## src/rtl/remap_pkg.sv

```systemverilog
package remap_pkg;
  typedef enum logic [1:0] {
    OP_READ  = 2'b00,
    OP_PROG  = 2'b01,
    OP_ERASE = 2'b10,
    OP_WRX   = 2'b11
  } op_e;

  typedef enum logic [1:0] {
    CP_IDLE = 2'b00,
    CP_CMD  = 2'b01,
    CP_WAIT = 2'b10
  } cp_state_e;
endpackage

```

## src/rtl/remap_table.sv

```systemverilog
module remap_table #(
  parameter int LBLK_W     = 8,
  parameter int NUM_SPARES = 16,
  parameter int SIDX_W     = 4
) (
  input  logic              clk,
  input  logic              rst_n,
  input  logic [LBLK_W-1:0] a_lblk,
  output logic              a_hit,
  output logic [SIDX_W-1:0] a_sidx,
  input  logic [LBLK_W-1:0] b_lblk,
  output logic              b_hit,
  output logic [SIDX_W-1:0] b_sidx,
  output logic [SIDX_W-1:0] b_slot,
  input  logic              wr_en,
  input  logic [SIDX_W-1:0] wr_slot,
  input  logic [LBLK_W-1:0] wr_lblk,
  input  logic [SIDX_W-1:0] wr_sidx
);
  logic              ent_v [NUM_SPARES];
  logic [LBLK_W-1:0] ent_l [NUM_SPARES];
  logic [SIDX_W-1:0] ent_s [NUM_SPARES];
  logic [NUM_SPARES-1:0] match_a, match_b;

  for (genvar g = 0; g < NUM_SPARES; g++) begin : g_ent
    always_ff @(posedge clk or negedge rst_n) begin
      if (!rst_n) begin
        ent_v[g] <= 1'b0;
        ent_l[g] <= '0;
        ent_s[g] <= '0;
      end else if (wr_en && wr_slot == SIDX_W'(g)) begin
        ent_v[g] <= 1'b1;
        ent_l[g] <= wr_lblk;
        ent_s[g] <= wr_sidx;
      end
    end
    assign match_a[g] = ent_v[g] && (ent_l[g] == a_lblk);
    assign match_b[g] = ent_v[g] && (ent_l[g] == b_lblk);
  end

  always_comb begin
    a_hit  = |match_a;
    a_sidx = '0;
    b_hit  = |match_b;
    b_sidx = '0;
    b_slot = '0;
    for (int i = 0; i < NUM_SPARES; i++) begin
      if (match_a[i]) a_sidx = ent_s[i];
      if (match_b[i]) begin
        b_sidx = ent_s[i];
        b_slot = SIDX_W'(i);
      end
    end
  end

  // a logical block never owns more than one live entry
  assert_unique_map_R8: assert property (@(posedge clk) disable iff (!rst_n)
    $onehot0(match_a));
endmodule

```

## src/rtl/spare_alloc.sv

```systemverilog
module spare_alloc #(
  parameter int NUM_SPARES = 16,
  parameter int SIDX_W     = 4,
  parameter int CNT_W      = 5
) (
  input  logic              clk,
  input  logic              rst_n,
  input  logic              take,
  output logic [CNT_W-1:0]  count,
  output logic [SIDX_W-1:0] next_sidx,
  output logic              exhausted
);
  always_ff @(posedge clk or negedge rst_n) begin
    if (!rst_n)                  count <= '0;
    else if (take && !exhausted) count <= count + 1'b1;
  end

  assign exhausted = (count == CNT_W'(NUM_SPARES));
  assign next_sidx = count[SIDX_W-1:0];

  // the counter never passes the pool size
  assert_count_bound_R9: assert property (@(posedge clk) disable iff (!rst_n)
    count <= CNT_W'(NUM_SPARES));
  // spares are consumed one at a time, upward
  assert_count_step_R7: assert property (@(posedge clk) disable iff (!rst_n)
    (count != $past(count)) |-> (count == CNT_W'($past(count) + 1'b1)));
endmodule

```

## src/rtl/copy_seq.sv

```systemverilog
module copy_seq
  import remap_pkg::*;
#(
  parameter int LBLK_W = 8,
  parameter int SIDX_W = 4,
  parameter int PBLK_W = 9
) (
  input  logic              clk,
  input  logic              rst_n,
  input  logic              start,
  input  logic [PBLK_W-1:0] st_src,
  input  logic [PBLK_W-1:0] st_dst,
  input  logic [LBLK_W-1:0] st_lblk,
  input  logic [SIDX_W-1:0] st_slot,
  input  logic [SIDX_W-1:0] st_sidx,
  output logic              copy_valid,
  input  logic              copy_ready,
  output logic [PBLK_W-1:0] copy_src,
  output logic [PBLK_W-1:0] copy_dst,
  input  logic              copy_done,
  output logic              idle,
  output logic              commit,
  output logic [LBLK_W-1:0] cm_lblk,
  output logic [SIDX_W-1:0] cm_slot,
  output logic [SIDX_W-1:0] cm_sidx
);
  cp_state_e st;

  always_ff @(posedge clk or negedge rst_n) begin
    if (!rst_n) begin
      st       <= CP_IDLE;
      copy_src <= '0;
      copy_dst <= '0;
      cm_lblk  <= '0;
      cm_slot  <= '0;
      cm_sidx  <= '0;
    end else begin
      case (st)
        CP_IDLE: if (start) begin
          st       <= CP_CMD;
          copy_src <= st_src;
          copy_dst <= st_dst;
          cm_lblk  <= st_lblk;
          cm_slot  <= st_slot;
          cm_sidx  <= st_sidx;
        end
        CP_CMD:  if (copy_ready) st <= CP_WAIT;
        CP_WAIT: if (copy_done)  st <= CP_IDLE;
        default: st <= CP_IDLE;
      endcase
    end
  end

  assign idle       = (st == CP_IDLE);
  assign copy_valid = (st == CP_CMD);
  assign commit     = (st == CP_WAIT) && copy_done;

  // an offered copy command holds still until taken
  assert_cmd_held_R4: assert property (@(posedge clk) disable iff (!rst_n)
    (copy_valid && !copy_ready) |=> (copy_valid && $stable(copy_src) && $stable(copy_dst)));
  // a commit only follows an accepted command
  assert_commit_after_cmd_R6: assert property (@(posedge clk) disable iff (!rst_n)
    (copy_valid && copy_ready) |=> !idle);
endmodule

```

## src/rtl/spare_remapper.sv

```systemverilog
module spare_remapper
  import remap_pkg::*;
#(
  parameter int LBLK_W     = 8,
  parameter int NUM_SPARES = 16,
  localparam int SIDX_W    = (NUM_SPARES > 1) ? $clog2(NUM_SPARES) : 1,
  localparam int CNT_W     = $clog2(NUM_SPARES + 1),
  localparam int PBLK_W    = LBLK_W + 1
) (
  input  logic              clk,
  input  logic              rst_n,
  input  logic              req_valid,
  output logic              req_ready,
  input  logic [LBLK_W-1:0] req_lblk,
  input  logic [1:0]        req_op,
  output logic              rsp_valid,
  input  logic              rsp_ready,
  output logic [PBLK_W-1:0] rsp_pblk,
  output logic              rsp_reject,
  input  logic              fail_valid,
  output logic              fail_ready,
  input  logic [LBLK_W-1:0] fail_lblk,
  output logic              copy_valid,
  input  logic              copy_ready,
  output logic [PBLK_W-1:0] copy_src,
  output logic [PBLK_W-1:0] copy_dst,
  input  logic              copy_done,
  output logic              busy,
  output logic              locked,
  output logic [CNT_W-1:0]  spares_used
);
  logic              a_hit, b_hit, seq_idle, commit, fail_go, req_fire, rsp_is_read;
  logic [SIDX_W-1:0] a_sidx, b_sidx, b_slot, next_sidx, cm_slot, cm_sidx;
  logic [LBLK_W-1:0] cm_lblk;
  logic [PBLK_W-1:0] a_pblk, b_pblk, new_pblk;

  remap_table #(.LBLK_W(LBLK_W), .NUM_SPARES(NUM_SPARES), .SIDX_W(SIDX_W)) u_tab (
    .clk(clk), .rst_n(rst_n),
    .a_lblk(req_lblk), .a_hit(a_hit), .a_sidx(a_sidx),
    .b_lblk(fail_lblk), .b_hit(b_hit), .b_sidx(b_sidx), .b_slot(b_slot),
    .wr_en(commit), .wr_slot(cm_slot), .wr_lblk(cm_lblk), .wr_sidx(cm_sidx)
  );

  spare_alloc #(.NUM_SPARES(NUM_SPARES), .SIDX_W(SIDX_W), .CNT_W(CNT_W)) u_alloc (
    .clk(clk), .rst_n(rst_n), .take(commit),
    .count(spares_used), .next_sidx(next_sidx), .exhausted(locked)
  );

  assign a_pblk   = a_hit ? {1'b1, LBLK_W'(a_sidx)} : {1'b0, req_lblk};
  assign b_pblk   = b_hit ? {1'b1, LBLK_W'(b_sidx)} : {1'b0, fail_lblk};
  assign new_pblk = {1'b1, LBLK_W'(next_sidx)};

  assign fail_ready = seq_idle;
  assign fail_go    = fail_valid && seq_idle && !locked;
  assign req_ready  = seq_idle && !fail_valid && (!rsp_valid || rsp_ready);
  assign req_fire   = req_valid && req_ready;
  assign busy       = !seq_idle;

  copy_seq #(.LBLK_W(LBLK_W), .SIDX_W(SIDX_W), .PBLK_W(PBLK_W)) u_seq (
    .clk(clk), .rst_n(rst_n), .start(fail_go),
    .st_src(b_pblk), .st_dst(new_pblk), .st_lblk(fail_lblk),
    .st_slot(b_hit ? b_slot : next_sidx), .st_sidx(next_sidx),
    .copy_valid(copy_valid), .copy_ready(copy_ready),
    .copy_src(copy_src), .copy_dst(copy_dst), .copy_done(copy_done),
    .idle(seq_idle), .commit(commit),
    .cm_lblk(cm_lblk), .cm_slot(cm_slot), .cm_sidx(cm_sidx)
  );

  always_ff @(posedge clk or negedge rst_n) begin
    if (!rst_n) begin
      rsp_valid   <= 1'b0;
      rsp_pblk    <= '0;
      rsp_reject  <= 1'b0;
      rsp_is_read <= 1'b0;
    end else if (req_fire) begin
      rsp_valid   <= 1'b1;
      rsp_pblk    <= a_pblk;
      rsp_reject  <= locked && (req_op != OP_READ);
      rsp_is_read <= (req_op == OP_READ);
    end else if (rsp_ready) begin
      rsp_valid   <= 1'b0;
    end
  end

  // a stalled response keeps its value
  assert_rsp_hold_R3: assert property (@(posedge clk) disable iff (!rst_n)
    (rsp_valid && !rsp_ready) |=> (rsp_valid && $stable(rsp_pblk) && $stable(rsp_reject)));
  // reads are always served
  assert_read_served_R9: assert property (@(posedge clk) disable iff (!rst_n)
    (rsp_valid && rsp_is_read) |-> !rsp_reject);
  // no copy is ever offered once the pool is exhausted
  assert_locked_no_copy_R10: assert property (@(posedge clk) disable iff (!rst_n)
    locked |-> !copy_valid);
  // no new response appears while a replacement is running
  assert_busy_stall_R5: assert property (@(posedge clk) disable iff (!rst_n)
    (busy && !rsp_valid) |=> !rsp_valid);
endmodule

```

## config.mk

```make
export PLATFORM = sky130hd
export DESIGN_NAME = spare_remapper
export DESIGN_NICKNAME = d
export VERILOG_FILES = /design/src/rtl/remap_pkg.sv /design/src/rtl/remap_table.sv /design/src/rtl/spare_alloc.sv /design/src/rtl/copy_seq.sv /design/src/rtl/spare_remapper.sv
export SDC_FILE = /design/constraint.sdc
export NUM_CORES = 1
export LEC_CHECK = 0
export BUFFER_PORTS_ARGS = -buffer_cell sky130_fd_sc_hd__buf_2
export CORE_AREA = 2 2 177 179
export CTS_CLUSTER_SIZE = 28
export DETAILED_ROUTE_END_ITERATION = 8
export DIE_AREA = 0 0 179 181
export PLACE_DENSITY = 0.64
export SLEW_MARGIN = 15
export SYNTH_ARGS = -nofsm -noshare
export SYNTH_HDL_FRONTEND = slang
export SYNTH_SLANG_ARGS = --single-unit
export TNS_END_PERCENT = 10
```

## constraint.sdc

```tcl
create_clock -name clk -period 3.4 [get_ports clk]
set_input_delay 0.51 -clock clk [delete_from_list [all_inputs] [get_ports clk]]
set_output_delay 0.51 -clock clk [all_outputs]
set_load 0.1 [all_outputs]
```

Yosys cells after proc, flatten, opt, wreduce, memory -nomap -nowiden
Index checks and enable logic that the tools add are counted.
{"block": "word_totals", "regBits": 256, "input_bits": 25}
{"block": "classes", "n_addsub": 1, "eq_ne": 53, "muxes": 56, "n_reduce_logical": 69}
{"op": "== test 8 bit", "count": 32}
{"op": "2-to-1 mux 4 bit", "count": 41}
{"op": "logical AND 1 bit", "count": 56}
{"op": "== test 4 bit (second input constant)", "count": 8}
{"op": "OR reduction 16 bit", "count": 2}
{"op": "2-to-1 mux 9 bit", "count": 2}
{"op": "== test 4 x 3 -> 1 bit (second input constant)", "count": 4}
{"op": "2-to-1 mux 3 bit", "count": 4}
{"op": "2-to-1 mux 2 bit", "count": 5}
{"op": "== test 4 x 2 -> 1 bit (second input constant)", "count": 2}
{"op": "one-hot mux 2 bit (3 select lines)", "count": 1}
{"op": "adder 5 x 1 -> 5 bit (second input constant)", "count": 1}
{"op": "== test 5 bit (second input constant)", "count": 1}
{"op": "== test 4 x 1 -> 1 bit (second input constant)", "count": 1}
{"op": "logical NOT 1 bit", "count": 4}
{"op": "logical NOT 4 bit", "count": 1}
{"op": "inequality test 2 x 1 -> 1 bit (second input constant)", "count": 2}
{"op": "nonzero test 2 bit", "count": 2}
{"op": "2-to-1 mux 1 bit", "count": 3}
{"op": "AND reduction 3 bit", "count": 1}
{"op": "== test 2 x 1 -> 1 bit (second input constant)", "count": 1}
{"op": "== test 2 bit (second input constant)", "count": 1}
{"op": "logical NOT 2 bit", "count": 1}
{"op": "inequality test 2 bit (second input constant)", "count": 1}
{"op": "2 further kinds", "count": 2}

Logic depth before layout (Yosys ltp)
{"block": "logic_depth", "ltp_word": 19, "ltp_mapped": 12}

Cells and area by module
A second synthesis with hierarchy kept.
{"block": "unflattened", "cells_unflattened": 1333, "area_unflattened_um2": 15029.4}
{"module": "remap_table", "n_inst": 1, "cells_each": 1171, "area_per_inst_um2": 12640.9, "seq_area_each_um2": 5205.0}
{"module": "copy_seq", "n_inst": 1, "cells_each": 83, "area_per_inst_um2": 1391.3, "seq_area_each_um2": 900.9}
{"module": "spare_remapper", "n_inst": 1, "cells_each": 55, "area_per_inst_um2": 709.4, "seq_area_each_um2": 275.3}
{"module": "spare_alloc", "n_inst": 1, "cells_each": 24, "area_per_inst_um2": 287.8, "seq_area_each_um2": 125.1}

Least setup slack after synthesis
No wires, ideal clock.
{"block": "synth_timing", "kind": "flip-flop to flip-flop", "start": "register u_seq.st[0]", "end": "register rsp_pblk[2]", "t_arrival_ps": 6070, "required_time_ps": 3310, "path_slack_ps": -2760, "stages_incl_launch_ff": 9, "synth_period_minus_slack_ps": 6160, "cell_sequence": "dfrtp_1 nor2_1 inv_1 nor3_1 nand2_1 nor2_1 o221a_2 o221ai_1 o221ai_1"}
{"block": "synth_via", "elab_chain_len": 4}
{"item": "from (decl)", "line": "copy_seq.sv:27", "source": "cp_state_e st;"}
{"item": "from (signal assigned)", "line": "copy_seq.sv:31", "source": "st <= CP_IDLE;"}
{"item": "from (signal assigned)", "line": "copy_seq.sv:40", "source": "st <= CP_CMD;"}
{"item": "from (signal assigned)", "line": "copy_seq.sv:47", "source": "CP_CMD: if (copy_ready) st <= CP_WAIT;"}
{"item": "logical NOT 2 bit", "line": "copy_seq.sv:54", "source": "assign idle = (st == CP_IDLE);"}
{"item": "named net fail_ready", "line": "spare_remapper.sv:21", "source": "output logic fail_ready,"}
{"item": "logical AND 1 bit (2 in a row)", "line": "spare_remapper.sv:55", "source": "assign req_ready = seq_idle && !fail_valid && (!rsp_valid || rsp_ready);"}
{"item": "named net req_ready", "line": "spare_remapper.sv:13", "source": "output logic req_ready,"}
{"item": "logical AND 1 bit", "line": "spare_remapper.sv:56", "source": "assign req_fire = req_valid && req_ready;"}
{"item": "to (signal assigned)", "line": "spare_remapper.sv:77", "source": "rsp_pblk <= a_pblk;"}
{"item": "to (decl)", "line": "spare_remapper.sv:18", "source": "output logic [PBLK_W-1:0] rsp_pblk,"}
The timed path passes the listed nets, and every way through them passes these cells.
A chain may end at the register's enable or synchronous reset.

Worst setup path after layout
{"block": "layout_timing", "start": "register u_tab.ent_l[89] (netlist name)", "end": "register u_seq.copy_src[0]"}
{"block": "layout_via", "elab_chain_len": 15, "word_cells_on_any_way": 16, "cone_classes": "eq/ne: 1; mux: 13; reduce/logical: 2"}
{"item": "from (decl)", "line": "remap_table.sv:21", "source": "logic [LBLK_W-1:0] ent_l [NUM_SPARES];"}
{"item": "from (signal, indexed assignment)", "line": "remap_table.sv:33", "source": "ent_l[g] <= wr_lblk;"}
{"item": "== test 8 bit (*)", "line": "remap_table.sv:38", "source": "assign match_b[g] = ent_v[g] && (ent_l[g] == b_lblk);"}
{"item": "logical AND 1 bit (*)", "line": "remap_table.sv:38"}
{"item": "2-to-1 mux 4 bit (12 in a row)", "line": "remap_table.sv:49", "source": "if (match_b[i]) begin"}
{"item": "2-to-1 mux 9 bit (*)", "line": "spare_remapper.sv:50", "source": "assign b_pblk = b_hit ? {1'b1, LBLK_W'(b_sidx)} : {1'b0, fail_lblk};"}
{"item": "to (signal assigned)", "line": "copy_seq.sv:41", "source": "copy_src <= st_src;"}
{"item": "to (decl)", "line": "copy_seq.sv:18", "source": "output logic [PBLK_W-1:0] copy_src,"}
Mark *: on every way between the ends. The rest lies on a longest branch, timed or not.

==> flow_metrics.env <==
export IMPL_synth_ff_type="dfrtp_1"
export IMPL_syn_instance_count=1387
export IMPL_post_drt_wl_per_cell_um=24.2
export IMPL_place_area_um2=15700
export IMPL_portBuffers=59
export IMPL_synth_seq_cells=252
export IMPL_power_leakage_nw=7.47
export IMPL_criticalPathCategory="register to register"
export IMPL_gp_congestion=0.946
export IMPL_grt_usage_pct=29.2
export IMPL_grt_overflow=0
export IMPL_worst_pin_slew_ns=0.957
export IMPL_path_clk_slew_ns=0.06
export IMPL_clockRootBuffer="clkbuf_16"
export IMPL_area_delta_synth_final_pct=13.8
export IMPL_setup_viol=0
export IMPL_syn_avg_cell_area_um2=10.7
export IMPL_numCtsBuffers=30
export IMPL_status="finished clean"
export IMPL_diodes=0
export IMPL_multi_input_area_um2=7820
export IMPL_dr_first_iter_drc_count=980
export IMPL_p_total_mw=14.0
export IMPL_max_freq_ghz=0.361
export IMPL_synth_top_area_cell="dfrtp_1"
export IMPL_clk_latency_ns=0.57
export IMPL_core_area_um2=30300
export IMPL_max_cap_violations=0
export IMPL_cts_sinks=252
export IMPL_routed_wl_um=46200
export IMPL_synthArstFlopShare_pct=100
export IMPL_grt_max_degree=87
export IMPL_crit_chain="xor2_1 > nor4_2 > and3_1 > nor4b_2 > and4_1 > buf_4 > a22oi_1 > o41ai_2"
export IMPL_hp_class="input port to register"
export IMPL_top_usage_layer="met2"
export IMPL_hold_viol_final=0
export IMPL_rr_startpoint="u_tab.ent_l[89]$_DFFE_PN0P_"
export IMPL_synth_edf_count=0
export IMPL_worst_setup_path_end_kind="register"
export IMPL_hold_worst_slack_ns=0.139
export IMPL_cp_slowest_stage_delay_ns=0.52
export IMPL_cts_setup_buffers=0
export IMPL_grt_pass1_vias=11200
export IMPL_crit_start="u_tab.ent_l[89]$_DFFE_PN0P_"
export IMPL_viasPerCell=5.86
export IMPL_syn_area_um2=14800
export IMPL_timing_final_crit_share_pct=81.4
export IMPL_cts_buffer_depth=3
export IMPL_die_h_um=181
export IMPL_yosys_top_cells_area="dfrtp_1 43%, mux2_2 14%, xnor2_1 13%"
export IMPL_finalMaxSlewViolations=0
export IMPL_drc=0
export IMPL_ys_warn_count=0
export IMPL_post_route_util_pct=55.5
export IMPL_reg2reg_depth=8
export IMPL_place_ws_ns=0.220
export IMPL_core_rowCount=64
export IMPL_yosysSeqAreaShare_pct=42.6
export IMPL_fin_crit_ns=2.77
export IMPL_die_w_um=179
export IMPL_regArea_um2=6310
export IMPL_grt_setup_unrepaired="no"
export IMPL_initial_core_util_pct=48.7
export IMPL_ir_worst_vdd_mv=0.459
export IMPL_r2r_slack_ns=0.63
export IMPL_vias=11200
export IMPL_drive_above_1_share_pct=28.5
export IMPL_synth_commonest_cells="252 x dfrtp_1, 213 x xnor2_1, 181 x mux2_2, 122 x nand2_1, 47 x nor2_1"
export IMPL_first_pass_iters=5
export IMPL_fin_nets=1514
export IMPL_synth_most_common_cell="dfrtp_1"
export IMPL_synthDistinctLibCells=84
export IMPL_fillers=2663
export IMPL_grt_pass1_wl_um=70500
export IMPL_final_antenna_net_count=0
export IMPL_cp_data_arrival_time_ns=3.19
export IMPL_required_ns=3.83
export IMPL_grtUsageMet3_pct=4.08
export IMPL_grt_use_met1_pct=41.8
export IMPL_power_density_nw_per_um2=834
export IMPL_hpwl_um=33100
export IMPL_startpoint_type="register"
export IMPL_yosysTopAreaCellShare_pct=42.6
export IMPL_path_max_fanout=12
export IMPL_r2r_end="u_seq.copy_src[0]$_DFFE_PN0P_"
export IMPL_final_area_um2=16800
export IMPL_finClkSkew_ns=0.0106
export IMPL_fin_ws_ns=0.633
export IMPL_antenna_found_initial=1
export IMPL_relSlewSlack_pct=36.2
export IMPL_io_pins=64
export IMPL_met2_usage_pct=45.3
export IMPL_cts_resized=0
export IMPL_cts_tree="built"
export IMPL_slowest_stage="nor4_2"
export IMPL_htreeDepth=1
export IMPL_dieArea_um2=32400
export IMPL_crit_end="u_seq.copy_src[0]$_DFFE_PN0P_"
==> metal layers <==
| metal | wire, um | vias up |
|---|---|---|
| li1 | - | 5063 |
| met1 | 20400 | 5610 |
| met2 | 21200 | 404 |
| met3 | 2990 | 100 |
| met4 | 1550 | 2 |
| met5 | 12 | - |
==> cell families (layout without fill, tap and decap cells) <==
| kind of cell | Yosys count | count (layout) | synth area share (%) |
|---|---|---|---|
| and+or+nand+nor | 438 | 438 | 15.9 |
| xor gates and xnor gates | 260 | 260 | 15.6 |
| DFF | 252 | 252 | 42.6 |
| muxes | 189 | 189 | 14.3 |
| AOI/OAI and AO/OA | 132 | 132 | 6.66 |
| buffers and inverters | 113 | 234 | 4.70 |
| adders and majority gates | 2 | 2 | 0.169 |
| other | 1 | 4 | 0.0254 |
==> metrics by stage <==
stage | setup TNS, ns | instances
floorplan | -0.0914 | 1390
global placement | 0 | 1850
detailed placement | 0 | 1850
CTS | 0 | 1907
global route | 0 | 1907
finish | 0 | 1907
==> worst max-delay path, delay by kind of cell (launching register included) <==
kind	cells	cell delay [ns]
flops	1	0.43
xor+xnor	1	0.17
simple gates	4	1.45
buf+inv	1	0.26
compound gates	2	0.31
==> timing repair <==
item | CTS | global route
endpoints found under the setup margin | 0 | 0
hold buffers | 1 | 0
hold endpoints to repair | 69 | 0
==> placed cells by master, fill, tap and decap left out, types with 5 or more instances in the layout <==
cell type  count
dfrtp_1      252
xnor2_1      213
mux2_2       181
nand2_1      122
buf_4         90
buf_2         58
nor2_1        46
nand3_1       45
nand4_1       43
xor2_1        43
nor3_1        42
o21ai_0       37
nand2b_1      30
clkbuf_16     30
inv_1         26
nor4_1        24
or3_1         15
or2_2         12
a21oi_1       12
and3_1         9
a221oi_1       8
clkbuf_8       7
nor3_2         6
and2_1         6
a211o_1        6
nor3b_1        6
clkinv_2       6
a41oi_1        5
mux2i_1        5
o221ai_1       5
nand3b_1       5
a21boi_0       5
o31a_1         5
nor2b_1        5
bufinv_16      5
==> sequential cells by signal, indices dropped and copies added (netlist names) <==
name / flops
u_tab.ent_l: 128
u_tab.ent_s: 64
u_tab.ent_v: 16
rsp_pblk: 9
u_seq.copy_src: 9
u_seq.cm_lblk: 8
u_alloc.count: 5
u_seq.cm_slot: 4
u_seq.cm_sidx: 3
u_seq.copy_dst: 2
u_seq.st: 2
rsp_reject: 1
rsp_valid: 1
==> worst min path at each step <==
stage / start / to / cells after the start
after global placement: u_seq.copy_src[4]$_DFFE_PN0P_ / u_seq.copy_src[4]$_DFFE_PN0P_ / 2
after floorplan: rst_n / rsp_pblk[0]$_DFFE_PN0P_ / 0
final: copy_ready / u_seq.st[0]$_DFFE_PN0P_ / 2
after detailed placement: u_seq.copy_src[4]$_DFFE_PN0P_ / u_seq.copy_src[4]$_DFFE_PN0P_ / 2
after global routing: copy_ready / u_seq.st[0]$_DFFE_PN0P_ / 2
after CTS: copy_ready / u_seq.st[0]$_DFFE_PN0P_ / 2
==> report_power, final <==
group / total [mW] / switching [mW] / internal, mW
Sequential: 5.62 / 1.54 / 4.08
Clock: 3.49 / 1.34 / 2.15
Combinational: 4.94 / 3.01 / 1.93
Total: 14.0 / 5.89 / 8.15
==> area by class of cell <==
| type | instances | area share [%] |
|---|---|---|
| clock buffer | 41 | 5.12 |
| multi-input combinational | 1025 | 46.5 |
| tap | 396 | 2.94 |
| inverter | 26 | 0.580 |
| timing repair buffer | 152 | 6.12 |
| sequential | 252 | 37.5 |
| clock inverter | 15 | 1.31 |
No activity file was read; power rests on OpenSTA's default activity.
